### config.mk
export PLATFORM = sky130hd
export DESIGN_NAME = loop_pred
export DESIGN_NICKNAME = d
export VERILOG_FILES = /design/src/rtl/loop_pred_pkg.sv /design/src/rtl/loop_pred_hash.sv /design/src/rtl/loop_pred_entry.sv /design/src/rtl/loop_pred_lookup.sv /design/src/rtl/loop_pred.sv
export SDC_FILE = /design/constraint.sdc
export NUM_CORES = 1
export LEC_CHECK = 0
export ABC_AREA = 1
export BUFFER_PORTS_ARGS = -buffer_cell sky130_fd_sc_hd__clkbuf_2
export CAP_MARGIN = 20
export CORE_MARGIN = 4
export CORE_UTILIZATION = 50
export DETAILED_ROUTE_END_ITERATION = 8
export PLACE_DENSITY = 0.66
export SLEW_MARGIN = 20
export SYNTH_ARGS = -nofsm -noshare
export SYNTH_HDL_FRONTEND = slang
export SYNTH_SLANG_ARGS = --single-unit
### constraint.sdc
create_clock -name clk_i -period 2.5 [get_ports clk_i]
set_input_delay 0.125 -clock clk_i [delete_from_list [all_inputs] [get_ports clk_i]]
set_output_delay 0.125 -clock clk_i [all_outputs]
set_load 0.02 [all_outputs]
### src/rtl/loop_pred_pkg.sv
package loop_pred_pkg;

  typedef enum logic [1:0] {
    ACT_ALLOC,
    ACT_STEP,
    ACT_DROP,
    ACT_EXIT
  } upd_act_e;

  function automatic upd_act_e classify(input logic hit, input logic usual,
                                        input logic cnt_full);
    if (!hit)          return ACT_ALLOC;
    else if (!usual)   return ACT_EXIT;
    else if (cnt_full) return ACT_DROP;
    else               return ACT_STEP;
  endfunction

endpackage

### src/rtl/loop_pred_hash.sv
module loop_pred_hash #(
  parameter int unsigned HI_W  = 28,
  parameter int unsigned TAG_W = 8
) (
  input  logic [HI_W-1:0]  hi_i,
  output logic [TAG_W-1:0] tag_o
);
  // fold every upper address bit into the tag
  always_comb begin
    tag_o = '0;
    for (int j = 0; j < HI_W; j++) begin
      tag_o[j % TAG_W] = tag_o[j % TAG_W] ^ hi_i[j];
    end
  end
endmodule

### src/rtl/loop_pred_entry.sv
module loop_pred_entry
  import loop_pred_pkg::*;
#(
  parameter int unsigned TAG_W  = 8,
  parameter int unsigned CNT_W  = 8,
  parameter int unsigned CONF_W = 2
) (
  input  logic              clk_i,
  input  logic              rst_ni,
  input  logic              upd_en_i,
  input  logic [TAG_W-1:0]  upd_tag_i,
  input  logic              upd_taken_i,
  output logic              valid_o,
  output logic [TAG_W-1:0]  tag_o,
  output logic              learned_o,
  output logic              dir_o,
  output logic [CNT_W-1:0]  cnt_o,
  output logic [CNT_W-1:0]  limit_o,
  output logic [CONF_W-1:0] conf_o
);
  localparam logic [CNT_W-1:0]  CntMax  = {CNT_W{1'b1}};
  localparam logic [CONF_W-1:0] ConfMax = {CONF_W{1'b1}};

  logic              valid_q, valid_d;
  logic [TAG_W-1:0]  tag_q, tag_d;
  logic              learned_q, learned_d;
  logic              dir_q, dir_d;
  logic [CNT_W-1:0]  cnt_q, cnt_d;
  logic [CNT_W-1:0]  limit_q, limit_d;
  logic [CONF_W-1:0] conf_q, conf_d;

  logic     hit, at_lim;
  upd_act_e act;

  assign hit    = valid_q && (tag_q == upd_tag_i);
  assign at_lim = learned_q && (cnt_q == limit_q);
  assign act    = classify(hit, upd_taken_i == dir_q, cnt_q == CntMax);

  always_comb begin
    valid_d   = valid_q;
    tag_d     = tag_q;
    learned_d = learned_q;
    dir_d     = dir_q;
    cnt_d     = cnt_q;
    limit_d   = limit_q;
    conf_d    = conf_q;
    if (upd_en_i) begin
      unique case (act)
        ACT_ALLOC: begin
          valid_d   = 1'b1;
          tag_d     = upd_tag_i;
          learned_d = 1'b0;
          dir_d     = upd_taken_i;
          cnt_d     = {{(CNT_W-1){1'b0}}, 1'b1};
          limit_d   = '0;
          conf_d    = '0;
        end
        ACT_STEP: begin
          cnt_d = cnt_q + 1'b1;
          if (at_lim) conf_d = '0;  // ran past the learned exit
        end
        ACT_DROP: begin
          valid_d = 1'b0;
        end
        ACT_EXIT: begin
          cnt_d = '0;
          if (at_lim) begin
            conf_d = (conf_q == ConfMax) ? conf_q : conf_q + 1'b1;
          end else begin
            learned_d = 1'b1;
            limit_d   = cnt_q;
            conf_d    = '0;
          end
        end
        default: ;
      endcase
    end
  end

  always_ff @(posedge clk_i or negedge rst_ni) begin
    if (!rst_ni) begin
      valid_q   <= 1'b0;
      tag_q     <= '0;
      learned_q <= 1'b0;
      dir_q     <= 1'b0;
      cnt_q     <= '0;
      limit_q   <= '0;
      conf_q    <= '0;
    end else begin
      valid_q   <= valid_d;
      tag_q     <= tag_d;
      learned_q <= learned_d;
      dir_q     <= dir_d;
      cnt_q     <= cnt_d;
      limit_q   <= limit_d;
      conf_q    <= conf_d;
    end
  end

  assign valid_o   = valid_q;
  assign tag_o     = tag_q;
  assign learned_o = learned_q;
  assign dir_o     = dir_q;
  assign cnt_o     = cnt_q;
  assign limit_o   = limit_q;
  assign conf_o    = conf_q;
endmodule

### src/rtl/loop_pred_lookup.sv
module loop_pred_lookup #(
  parameter int unsigned TAG_W  = 8,
  parameter int unsigned CNT_W  = 8,
  parameter int unsigned CONF_W = 2
) (
  input  logic              valid_i,
  input  logic [TAG_W-1:0]  tag_i,
  input  logic              learned_i,
  input  logic              dir_i,
  input  logic [CNT_W-1:0]  cnt_i,
  input  logic [CNT_W-1:0]  limit_i,
  input  logic [CONF_W-1:0] conf_i,
  input  logic [TAG_W-1:0]  req_tag_i,
  output logic              hit_o,
  output logic              conf_o,
  output logic              dir_o
);
  logic exit_now;

  assign hit_o    = valid_i && (tag_i == req_tag_i);
  assign exit_now = learned_i && (cnt_i == limit_i);
  assign conf_o   = hit_o && learned_i && (conf_i == {CONF_W{1'b1}});
  assign dir_o    = exit_now ? ~dir_i : dir_i;
endmodule

### src/rtl/loop_pred.sv
module loop_pred #(
  parameter int unsigned IP_W    = 32,
  parameter int unsigned ENTRIES = 16,
  parameter int unsigned TAG_W   = 8,
  parameter int unsigned CNT_W   = 8,
  parameter int unsigned CONF_W  = 2
) (
  input  logic            clk_i,
  input  logic            rst_ni,
  input  logic [IP_W-1:0] pred_ip_i,
  output logic            pred_hit_o,
  output logic            pred_conf_o,
  output logic            pred_dir_o,
  input  logic            res_valid_i,
  input  logic [IP_W-1:0] res_ip_i,
  input  logic            res_taken_i
);
  localparam int unsigned IDX_W = $clog2(ENTRIES);
  localparam int unsigned HI_W  = IP_W - IDX_W;

  logic [IDX_W-1:0] pred_idx, res_idx;
  logic [TAG_W-1:0] pred_tag, res_tag;

  assign pred_idx = pred_ip_i[IDX_W-1:0];
  assign res_idx  = res_ip_i[IDX_W-1:0];

  loop_pred_hash #(.HI_W(HI_W), .TAG_W(TAG_W)) u_pred_hash (
    .hi_i (pred_ip_i[IP_W-1:IDX_W]),
    .tag_o(pred_tag)
  );

  loop_pred_hash #(.HI_W(HI_W), .TAG_W(TAG_W)) u_res_hash (
    .hi_i (res_ip_i[IP_W-1:IDX_W]),
    .tag_o(res_tag)
  );

  logic              e_valid   [ENTRIES];
  logic [TAG_W-1:0]  e_tag     [ENTRIES];
  logic              e_learned [ENTRIES];
  logic              e_dir     [ENTRIES];
  logic [CNT_W-1:0]  e_cnt     [ENTRIES];
  logic [CNT_W-1:0]  e_limit   [ENTRIES];
  logic [CONF_W-1:0] e_conf    [ENTRIES];

  for (genvar g = 0; g < ENTRIES; g++) begin : g_entry
    loop_pred_entry #(.TAG_W(TAG_W), .CNT_W(CNT_W), .CONF_W(CONF_W)) u_entry (
      .clk_i      (clk_i),
      .rst_ni     (rst_ni),
      .upd_en_i   (res_valid_i && (res_idx == IDX_W'(g))),
      .upd_tag_i  (res_tag),
      .upd_taken_i(res_taken_i),
      .valid_o    (e_valid[g]),
      .tag_o      (e_tag[g]),
      .learned_o  (e_learned[g]),
      .dir_o      (e_dir[g]),
      .cnt_o      (e_cnt[g]),
      .limit_o    (e_limit[g]),
      .conf_o     (e_conf[g])
    );
  end

  loop_pred_lookup #(.TAG_W(TAG_W), .CNT_W(CNT_W), .CONF_W(CONF_W)) u_lookup (
    .valid_i  (e_valid[pred_idx]),
    .tag_i    (e_tag[pred_idx]),
    .learned_i(e_learned[pred_idx]),
    .dir_i    (e_dir[pred_idx]),
    .cnt_i    (e_cnt[pred_idx]),
    .limit_i  (e_limit[pred_idx]),
    .conf_i   (e_conf[pred_idx]),
    .req_tag_i(pred_tag),
    .hit_o    (pred_hit_o),
    .conf_o   (pred_conf_o),
    .dir_o    (pred_dir_o)
  );

  // resolve-side hit, observed by the bound checker
  logic res_hit;
  assign res_hit = e_valid[res_idx] && (e_tag[res_idx] == res_tag);
endmodule

# [After elaboration in Yosys (flattened, before gate mapping)]
# Cells that the tools add are included.
[classes] mux=230 order_cmp=1 shift=0 add_sub_neg=32 n_eq_ne=194 bitwise_logic=42 n_reduce_logical=197 div_mod_pow=0 mul=0
[ops] op="$pmux 8 s3" n=16
[ops] op="$eq 8x8->1" n=34
[ops] op="$pmux 8 s2" n=16
[ops] op="$mux 2" n=98
[ops] op="$mux 8" n=22
[ops] op="$add 8x1->8 const B" n=16
[ops] op="$eq 8x8->1 const B" n=16
[ops] op="$eq 2x2->1 const B" n=49
[ops] op="$bmux 8 s4" n=3
[ops] op="$pmux 2 s3" n=16
[ops] op="$reduce_and 2->1" n=48
[ops] op="$pmux 1 s2" n=32
[ops] op="$reduce_and 4->1" n=16
[ops] op="$reduce_bool 2->1" n=32
[ops] op="$logic_and 1x1->1" n=52
[ops] op="$ne 3x3->1 const B" n=16
[ops] op="$reduce_and 3->1" n=16
[ops] op="$reduce_bool 3->1" n=16
[ops] op="$xor 1x1->1" n=40
[ops] op="$add 2x1->2 const B" n=16
[ops] op="$eq 2x1->1 const B" n=16
[ops] op="$eq 4x4->1 const B" n=8
[ops] op="$logic_not 2->1" n=16
[ops] op="$ne 2x1->1 const B" n=16
[ops] op="12 further kinds" n=70
[word_totals] ramBits=0 latchBits=0 input_bits=68 wordCells=808 register_bits=464 mem_bits_ro=0 out_inout_bits=3 n_memories=0

# [Longest topological paths before layout]
# Gate-level depths: netlist of the first run.
[depth] word_depth=9 depth_mapped=19

# [Cells and area by module]
# From an unflattened synthesis of the first run, not the netlist that was laid out.
[unflattened] hier_cells=6035 hier_area_um2=37434.7
[by_module_without_submodules] mod="loop_pred_entry at g_entry[0].u_entry ..." instances=12 area_each_um2=1901.8 cells_each=273 seq_area_each_um2=725.7
[by_module_without_submodules] mod="loop_pred" instances=1 area_each_um2=6010.8 cells_each=1433 seq_area_each_um2=0.0
[by_module_without_submodules] mod="loop_pred_entry at g_entry[6].u_entry ..." instances=3 area_each_um2=1874.3 cells_each=267 seq_area_each_um2=725.7
[by_module_without_submodules] mod="loop_pred_entry at g_entry[9].u_entry" instances=1 area_each_um2=1869.3 cells_each=264 seq_area_each_um2=725.7
[by_module_without_submodules] mod="loop_pred_hash" instances=2 area_each_um2=395.4 cells_each=96 seq_area_each_um2=0.0
[by_module_without_submodules] mod="loop_pred_lookup" instances=1 area_each_um2=319.1 cells_each=69 seq_area_each_um2=0.0

# [Worst setup path after synthesis of the first run]
# OpenSTA, ideal clock, no wires.
[synth_timing] path_kind="input to output" startpoint="in pred_ip_i[1]" endpoint="out pred_conf_o" stages=14 t_arrival_ns=1.861 t_required_ns=2.375 setup_slack_ns=0.514 path_buffers=3 cell_sequence="buf_2 -> inv_2 -> buf_2 -> buf_1 -> a21oi_1 -> o21ai_0 -> nand3_1 -> nand3_1 -> nand2_1 -> nand2_1 -> o21ai_0 -> nor2_1 -> nand3_1 -> nor3_1"
[synth_between] elab_chain_len=8 elab_cells_between_ends=18 cone_classes="eq/ne (2); mux (12); bitwise (1); reduce/logical (3)"
[synth_rtl] element="from (decl)" line="loop_pred.sv:10" text="input logic [IP_W-1:0] pred_ip_i,"
[synth_rtl] element="$not 4->5 (implied by the code) (*)"
[synth_rtl] element="$bmux 8 s4" line="loop_pred.sv:64" text=".tag_i (e_tag[pred_idx]),"
[synth_rtl] element="$mux 8 (implied by the code) (2 in a row)" line="loop_pred.sv:64"
[synth_rtl] element="$eq 8x8->1" line="loop_pred_lookup.sv:20" text="assign hit_o = valid_i && (tag_i == req_tag_i);"
[synth_rtl] element="$logic_and 1x1->1" line="loop_pred_lookup.sv:20"
[synth_rtl] element="$logic_and 1x1->1" line="loop_pred_lookup.sv:22" text="assign conf_o = hit_o && learned_i && (conf_i == {CONF_W{1'b1}});"
[synth_rtl] element="$logic_and 1x1->1 (*)" line="loop_pred_lookup.sv:22"
[synth_rtl] element="to (decl)" line="loop_pred.sv:12" text="output logic pred_conf_o,"
# Every way passes the cells marked *; elsewhere a longest branch is shown, timed or not. The select of a mux whose other input is x is not followed.

# [Final worst setup path of the first run]
[layout_timing] startpoint="reg g_entry[5].u_entry.cnt_q[1]" endpoint="out pred_dir_o"
[layout_between] elab_chain_len=6
[layout_rtl] element="from (decl)" line="loop_pred_entry.sv:28" text="logic [CNT_W-1:0] cnt_q, cnt_d;"
[layout_rtl] element="from (signal assigned)" line="loop_pred_entry.sv:94" text="cnt_q <= cnt_d;"
[layout_rtl] element="$bmux 8 s4" line="loop_pred.sv:67" text=".cnt_i (e_cnt[pred_idx]),"
[layout_rtl] element="$mux 8 (implied by the code) (2 in a row)" line="loop_pred.sv:67"
[layout_rtl] element="$eq 8x8->1" line="loop_pred_lookup.sv:21" text="assign exit_now = learned_i && (cnt_i == limit_i);"
[layout_rtl] element="$logic_and 1x1->1" line="loop_pred_lookup.sv:21"
[layout_rtl] element="$mux 1" line="loop_pred_lookup.sv:23" text="assign dir_o = exit_now ? ~dir_i : dir_i;"
[layout_rtl] element="to (decl)" line="loop_pred.sv:13" text="output logic pred_dir_o,"
# Every way passes these cells. The select of a mux whose other input is x is not followed.

==> results of run 1 <==
layout by cell type (no fill, tap or decap), types with 47 or more instances in the layout:
master / count
buf_4: 216
nor2_1: 345
clkbuf_16: 54
nand2_1: 1261
clkbuf_2: 64
o211ai_1: 57
nor3_1: 68
dfrtp_1: 442
nand2_2: 47
o22ai_1: 88
nand4_1: 197
a21oi_1: 143
nand3_1: 492
nand3_2: 81
xnor2_1: 54
o21ai_0: 348
xor2_1: 111
inv_2: 60
o21ai_1: 76
inv_1: 571
worst min path at each step:
stage / end / slack (ps) / cells past startpoint
finish: g_entry[3].u_entry.cnt_o[4] / 90 / 2
global route: g_entry[3].u_entry.cnt_o[4] / 130 / 2
CTS: g_entry[4].u_entry.tag_o[7] / 50 / 4
detailed placement: g_entry[3].u_entry.cnt_o[4] / 160 / 1
global placement: g_entry[3].u_entry.cnt_o[3] / 150 / 1
floorplan: g_entry[0].u_entry.cnt_o[0] / -170 / 0
synth_stat cells, types with 3 or more instances:
library cell / n / area, µm²
a21oi_1: 143 / 715.7
a22oi_1: 3 / 22.52
and3_1: 3 / 18.77
buf_1: 16 / 60.06
buf_2: 68 / 340.3
buf_4: 17 / 127.6
buf_6: 22 / 247.7
clkbuf_1: 71 / 266.5
dfrtp_1: 464 / 11610
ha_1: 32 / 400.4
inv_1: 626 / 2350
inv_2: 8 / 30.03
nand2_1: 1271 / 4771
nand2_2: 37 / 231.5
nand2_4: 17 / 191.4
nand3_1: 564 / 2823
nand3_2: 12 / 120.1
nand3b_1: 45 / 337.8
nand4_1: 197 / 1232
nor2_1: 347 / 1303
nor2_2: 32 / 200.2
nor2_4: 8 / 90.09
nor3_1: 69 / 345.3
nor3b_1: 5 / 37.54
nor4_1: 22 / 137.6
o2111ai_1: 8 / 70.07
o211ai_1: 57 / 427.9
o21ai_0: 366 / 1832
o21ai_1: 64 / 320.3
o21ai_2: 3 / 26.28
o22ai_1: 88 / 550.5
o22ai_2: 7 / 87.58
or2_0: 3 / 18.77
or2_2: 11 / 68.82
xnor2_1: 54 / 473.0
xor2_1: 111 / 972.2
state kept, by name (all words and copies together) (netlist names):
signal	flops
g_entry.u_entry.limit_o	128
g_entry.u_entry.conf_o	32
g_entry.u_entry.tag_o	128
g_entry.u_entry.dir_o	16
g_entry.u_entry.learned_o	16
g_entry.u_entry.cnt_o	128
g_entry.u_entry.valid_o	16
power by group:
| part | internal (mW) | total [mW] | switching [mW] | leakage (nW) |
|---|---|---|---|---|
| Clock | 4.88 | 8.31 | 3.43 | 0.923 |
| Combinational | 2.43 | 7.00 | 4.57 | 11.8 |
| Sequential | 8.46 | 9.46 | 1.01 | 6.08 |
| Total | 15.8 | 24.8 | 9.01 | 18.8 |
layer usage:
layer,share of wire,GRT usage,up-vias
met5,0,0,-
met4,0.032,0.09480,0
met3,0.10,0.06799,228
met2,0.43,0.4960,1554
met1,0.44,0.4711,16219
li1,-,-,16504
stage by stage:
| step | worst slack, ps | utilization | total power [mW] | instance area (µm²) |
|---|---|---|---|---|
| CTS | -130.5 | 0.5813 | 24.65 | 37740 |
| finish | -169.0 | 0.5848 | 24.78 | 37970 |
| detailed placement | 41.45 | 0.5428 | 16.14 | 35250 |
| floorplan | 513.7 | - | 13.75 | 33030 |
| global placement | 31.01 | 0.5428 | 16.05 | 35250 |
| global route | -215.1 | 0.5848 | 26.07 | 37970 |
final cells by class:
class                      instances  area (µm²)  share of cell area
clock buffer                      81        1623             0.04273
clock inverter                    20       219.0            0.005766
inverter                         635        2395             0.06306
multi-input combinational       3597       18430              0.4854
tap                              855        1070             0.02817
timing repair buffer             315        2595             0.06834
sequential                       464       11640              0.3065
cell families after synthesis:
family,Yosys count
AO/OA/AOI/OAI,750
buffers and inverters,831
flip-flops,464
XOR/XNOR,166
adder cells (fa/ha/maj),32
AND/OR/NAND/NOR,2649
repair_timing:
| action | 4_1_cts | 5_1_grt |
|---|---|---|
| resized for setup | 149 | 51 |
| cloned | 0 | 0 |
| endpoints found under the setup margin | 3 | 11 |
| endpoints found under the hold margin | 281 | 0 |
| buffers inserted | 33 | 16 |
| hold buffers | 1 | 0 |
| pin swaps | 42 | 23 |
==> metrics, run 1 <==
CP most frequent cell=nand2_1; max_slew headroom=0.4712; Placer Congestion=0.9704; first-pass GRT wire length=182700 µm; PwrDens=652.4 nW/µm²; Setup Skew=28.72 ps; Unique masters post-synth=53; CTS buffer count=54; VDD IR max=0.0005405 V; nets=5167; final setup vio count=3; Post-synth EDFFs=0; register area share after synthesis=0.3515; crit start category=flop; largest net degree at the start of global routing=63; Critical Path Sink Type=output pin; WP data arrival=2540 ps; Max Cap Viol=0; Most used DFF post-synth=dfrtp_1; wire length per cell=19.74 µm; synthesis-stage register bit count=464; CTS root buf=clkbuf_16; total die area=70240 µm²; DRC=0; fill cell count=6301; simple logic cell fraction of the synthesized area=0.3625; initial antenna violation count=1; CP max FO=6; Final Hold Fails=0; number of buffers added on ports=70; Synth Cell Area=33030 µm²; post-synthesis adder-cell area fraction=0.01212; Synth Area in Compound Gates=0.1253; syn_area_per_cell=6.752 µm²; crit share post-route=1.068; post-detail-place hpwl=87740 µm; Syn Inst Count=4892; DRC violation total after the first TritonRoute iteration=4165; status=finished, violations left; die height=265.0 µm; DP Cell Count=5816; failing checks=negative setup slack; vias in the first global route=31782; Worst path depth=13; FMAX=374.7 MHz; GR Util All Layers=0.3258; CTS tree=built; CP delay by family, top=simple AND/OR/NAND/NOR gates; RSZ-0062 raised after global routing=true; worst r2r path cells=8; final non-filler cell total=5967; Worst EP required=2380 ps; Vias per Instance=5.783; Leak=18.80 nW; Final Worst Setup Slack=-169.0 ps; placement row count=93; Detailed Routing Iterations Pass 1=6; slowest stage delay, CP=420 ps; r2r setup slk=280 ps; warnings from Yosys=0; antenna viol nets, final=0; Setup TNS=-343.5 ps; Critical-path top delay cell=dfrtp_1; Syn-to-layout area delta=14.96%; gr ovfl total=0; main combinational cell family by area after synthesis=simple AND/OR/NAND/NOR gates; Via Count=34505; asr flop ratio synth=1.000; Reg2Reg Launch Point=g_entry[3].u_entry.cnt_o[1]; WS Path Type=reg2out; H-tree depth=2; Hold Slack=93.27 ps; Clk Latency, worst-skew pair=630 ps; syn nets=4992; die width=265.0 µm; WP buf/inv=2; Hold Crit Class=in2async; Post-Synth XOR/XNOR Area=0.04424; worst slew pin tran=792.4 ps; Top Ports=71; Critical Path Start=g_entry[5].u_entry.cnt_o[1]; share of cells above drive strength 1=0.1401; initial cell density of the core=0.5087; Slew Limit Fails=0; # diodes=0; clk slew on worst S/H paths=60 ps; aggregate routed wire length=117800 µm; CTS Buffer Depth=3; cells along the critical path=inv_2 > a21oi_1 > o21ai_0 > nand3_1 > nand2_1 > nand2_1 > nand2_1 > nand2_1 > nand2_1 > nand3_1 > o21bai_1 > nand2_2 > buf_8; multiplexer area fraction after synthesis=0; Core Region=64930 µm²; Final min period=2669 ps; CTS Sinks=464; worst r2r dst=g_entry[3].u_entry.cnt_o[4]; CP Capture Point=pred_dir_o
Note: power is estimated with default switching activity, not from simulation.
==> run 2: changes to the inputs <==
--- a/config.mk
+++ b/config.mk
@@ -10,6 +10,7 @@
 export CAP_MARGIN = 20
 export CORE_MARGIN = 4
 export CORE_UTILIZATION = 50
+export CTS_BUF_LIST = sky130_fd_sc_hd__clkbuf_16
 export DETAILED_ROUTE_END_ITERATION = 8
 export PLACE_DENSITY = 0.66
 export SLEW_MARGIN = 20
==> run 2 against run 1 <==
  * The run still ends with negative setup slack left
  * Combinational power about the same
  * Flip-flop and latch count stayed put
  * Core utilization shrank 0.30 points
  * Wire length fell by 0.30%
  * Global-route usage about the same
  * Count of clock-buffer cells in the layout is 27 lower
  * Via count fell by 0.19%
  * Non-clock buffer count is 2 lower
  * Sequential power about the same
  * Critical path depth decreased by 2
  * First-iteration DRC count decreased by 0.12%
  * Final cell count about the same
  * Largest power group unchanged
  * Highest routed layer unchanged
==> metrics, run 2 (synthesis gave the netlist of run 1 again) <==
status=finished, violations left; failing checks=negative setup slack; antenna viol nets, final=0 (unchanged); placement row count=93 (unchanged); crit share post-route=1.070 (+0.002661); WP data arrival=2550 ps (about the same); Max Cap Viol=0 (unchanged); fill cell count=6325 (+0.38%); total die area=70240 µm² (unchanged); Via Count=34440 (-0.19%); Top Ports=71 (unchanged); clk slew on worst S/H paths=60 ps (about the same); FMAX=373.7 MHz (-0.25%); Final Hold Fails=0 (unchanged); initial cell density of the core=0.5087 (unchanged); Clk Latency, worst-skew pair=630 ps (about the same); CTS Buffer Depth=3 (unchanged); PwrDens=640.2 nW/µm² (-1.9%); WS Path Type=reg2out; vias in the first global route=31678 (-0.33%); cells along the critical path=o21ai_0 > nand3_2 > nand2_2 > nand2_1 > nand2_1 > nand2_1 > nand2_1 > nand3_1 > o21bai_1 > nand2_2 > buf_8; aggregate routed wire length=117500 µm (-0.30%); Detailed Routing Iterations Pass 1=6 (unchanged); CTS tree=built; Vias per Instance=5.774 (-0.15%); Placer Congestion=0.9704 (unchanged); die height=265.0 µm (unchanged); CP max FO=5 (-1); crit start category=flop; Critical Path Sink Type=output pin; VDD IR max=0.0005416 V (+0.21%); worst r2r path cells=10 (+2); Hold Crit Class=in2async; most frequent cells in the layout=nand2_1 (1261), inv_1 (583), nand3_1 (493); post-detail-place hpwl=87740 µm (unchanged); CTS root buf=clkbuf_16; Core Region=64930 µm² (unchanged); # diodes=0 (unchanged); Final Worst Setup Slack=-175.7 ps (-6.653 ps); nets=5165 (-0.039%); DRC=0 (unchanged); first-pass GRT wire length=182500 µm (-0.13%); die width=265.0 µm (unchanged); r2r setup slk=280 ps (about the same); Reg2Reg Launch Point=g_entry[9].u_entry.cnt_o[0]; Final min period=2676 ps (+6.653 ps); area of the multi-input gates=18430 µm² (about the same); Setup Skew=31.31 ps (+2.594 ps); worst r2r dst=g_entry[9].u_entry.cnt_o[1]; H-tree depth=2 (unchanged); Critical-path top delay cell=dfrtp_1; worst slew pin tran=785.7 ps (-6.676 ps); GR Util All Layers=0.3255 (-0.0003299); CP most frequent cell=nand2_1; largest net degree at the start of global routing=63 (unchanged); final setup vio count=3 (unchanged); DRC violation total after the first TritonRoute iteration=4160 (-0.12%); Worst EP required=2380 ps (about the same); Leak=18.73 nW (-0.35%); initial antenna violation count=1 (unchanged); Syn-to-layout area delta=14.38%; Post-Place Worst Slack=41.45 ps (unchanged); number of buffers added on ports=70 (unchanged); max_slew headroom=0.4756 (+0.004456); share of cells above drive strength 1=0.1356 (-0.004446); wire length per cell=19.69 µm (-0.27%); slowest stage delay, CP=440 ps (+20 ps); gr ovfl total=0 (unchanged); Slew Limit Fails=0 (unchanged); CTS Sinks=464 (unchanged); Util after Layout=0.5819 (-0.002987); commonest non-fill, non-tap cell in the layout=nand2_1; CTS buffer count=54 (unchanged); RSZ-0062 raised after global routing=true; register area=11640 µm² (about the same)
run 2: worst max-delay path by stage:
stage,slack (ps),to,cells past startpoint,startpoint
final,-180,pred_dir_o,11,g_entry[8].u_entry.cnt_o[1]
after global routing,-220,pred_dir_o,13,g_entry[5].u_entry.cnt_o[1]
after CTS,-130,pred_dir_o,12,g_entry[8].u_entry.cnt_o[4]
after detailed placement,40,g_entry[15].u_entry.cnt_o[0],16,res_ip_i[15]
after global placement,30,pred_conf_o,11,pred_ip_i[1]
after floorplan,510,pred_conf_o,14,pred_ip_i[1]
run 2: report_power, final:
part | leakage [nW] | total [mW] | internal, mW | switching (mW)
sequential | 6.08 | 9.46 | 8.46 | 1.00
clock | 0.869 | 7.74 | 4.32 | 3.42
combinational | 11.8 | 6.99 | 2.43 | 4.57
total | 18.7 | 24.2 | 15.2 | 8.99
run 2: final cells by class:
class / count / area share
Inverter: 635 / 0.06339
Clock inverter: 47 / 0.008478
Clock buffer: 54 / 0.03577
Timing Repair Buffer: 313 / 0.06829
Multi-Input combinational cell: 3597 / 0.4877
Tap cell: 855 / 0.02832
Sequential cell: 464 / 0.3080
run 2: repair_timing:
action / 4_1_cts / 5_1_grt
endpoints found under the hold margin: 272 / 0
hold buffers: 1 / 0
setup buffers: 33 / 14
pin swaps: 41 / 24
setup endpoints to repair: 3 / 11
gates resized for setup: 150 / 48
run 2: through the flow:
stage	total power [mW]	setup TNS (ps)	cell area (µm²)	cells	hold slack, ps
after CTS	24.06	-225.8	37570	5951	52.94
after detailed placement	16.14	0	35250	5816	156.1
after global routing	25.48	-555.9	37780	5965	127.4
after global placement	16.05	0	35250	5816	154.9
after floorplan	13.75	0	33030	4892	-170.6
final	24.19	-290.6	37780	5965	86.87
run 2: layer usage:
layer,track usage,part of all wire,up-vias
met5,0,0,-
met4,0.09323,0.031,0
met3,0.06530,0.10,225
li1,-,-,16492
met1,0.4728,0.44,16162
met2,0.4956,0.43,1561
run 2: critical path: cells and delay by family, from the launching register on:
kind,cells,cell delay [ps]
flops,1,440
compound gates,2,530
buf+inv,1,150
simple gates,8,810
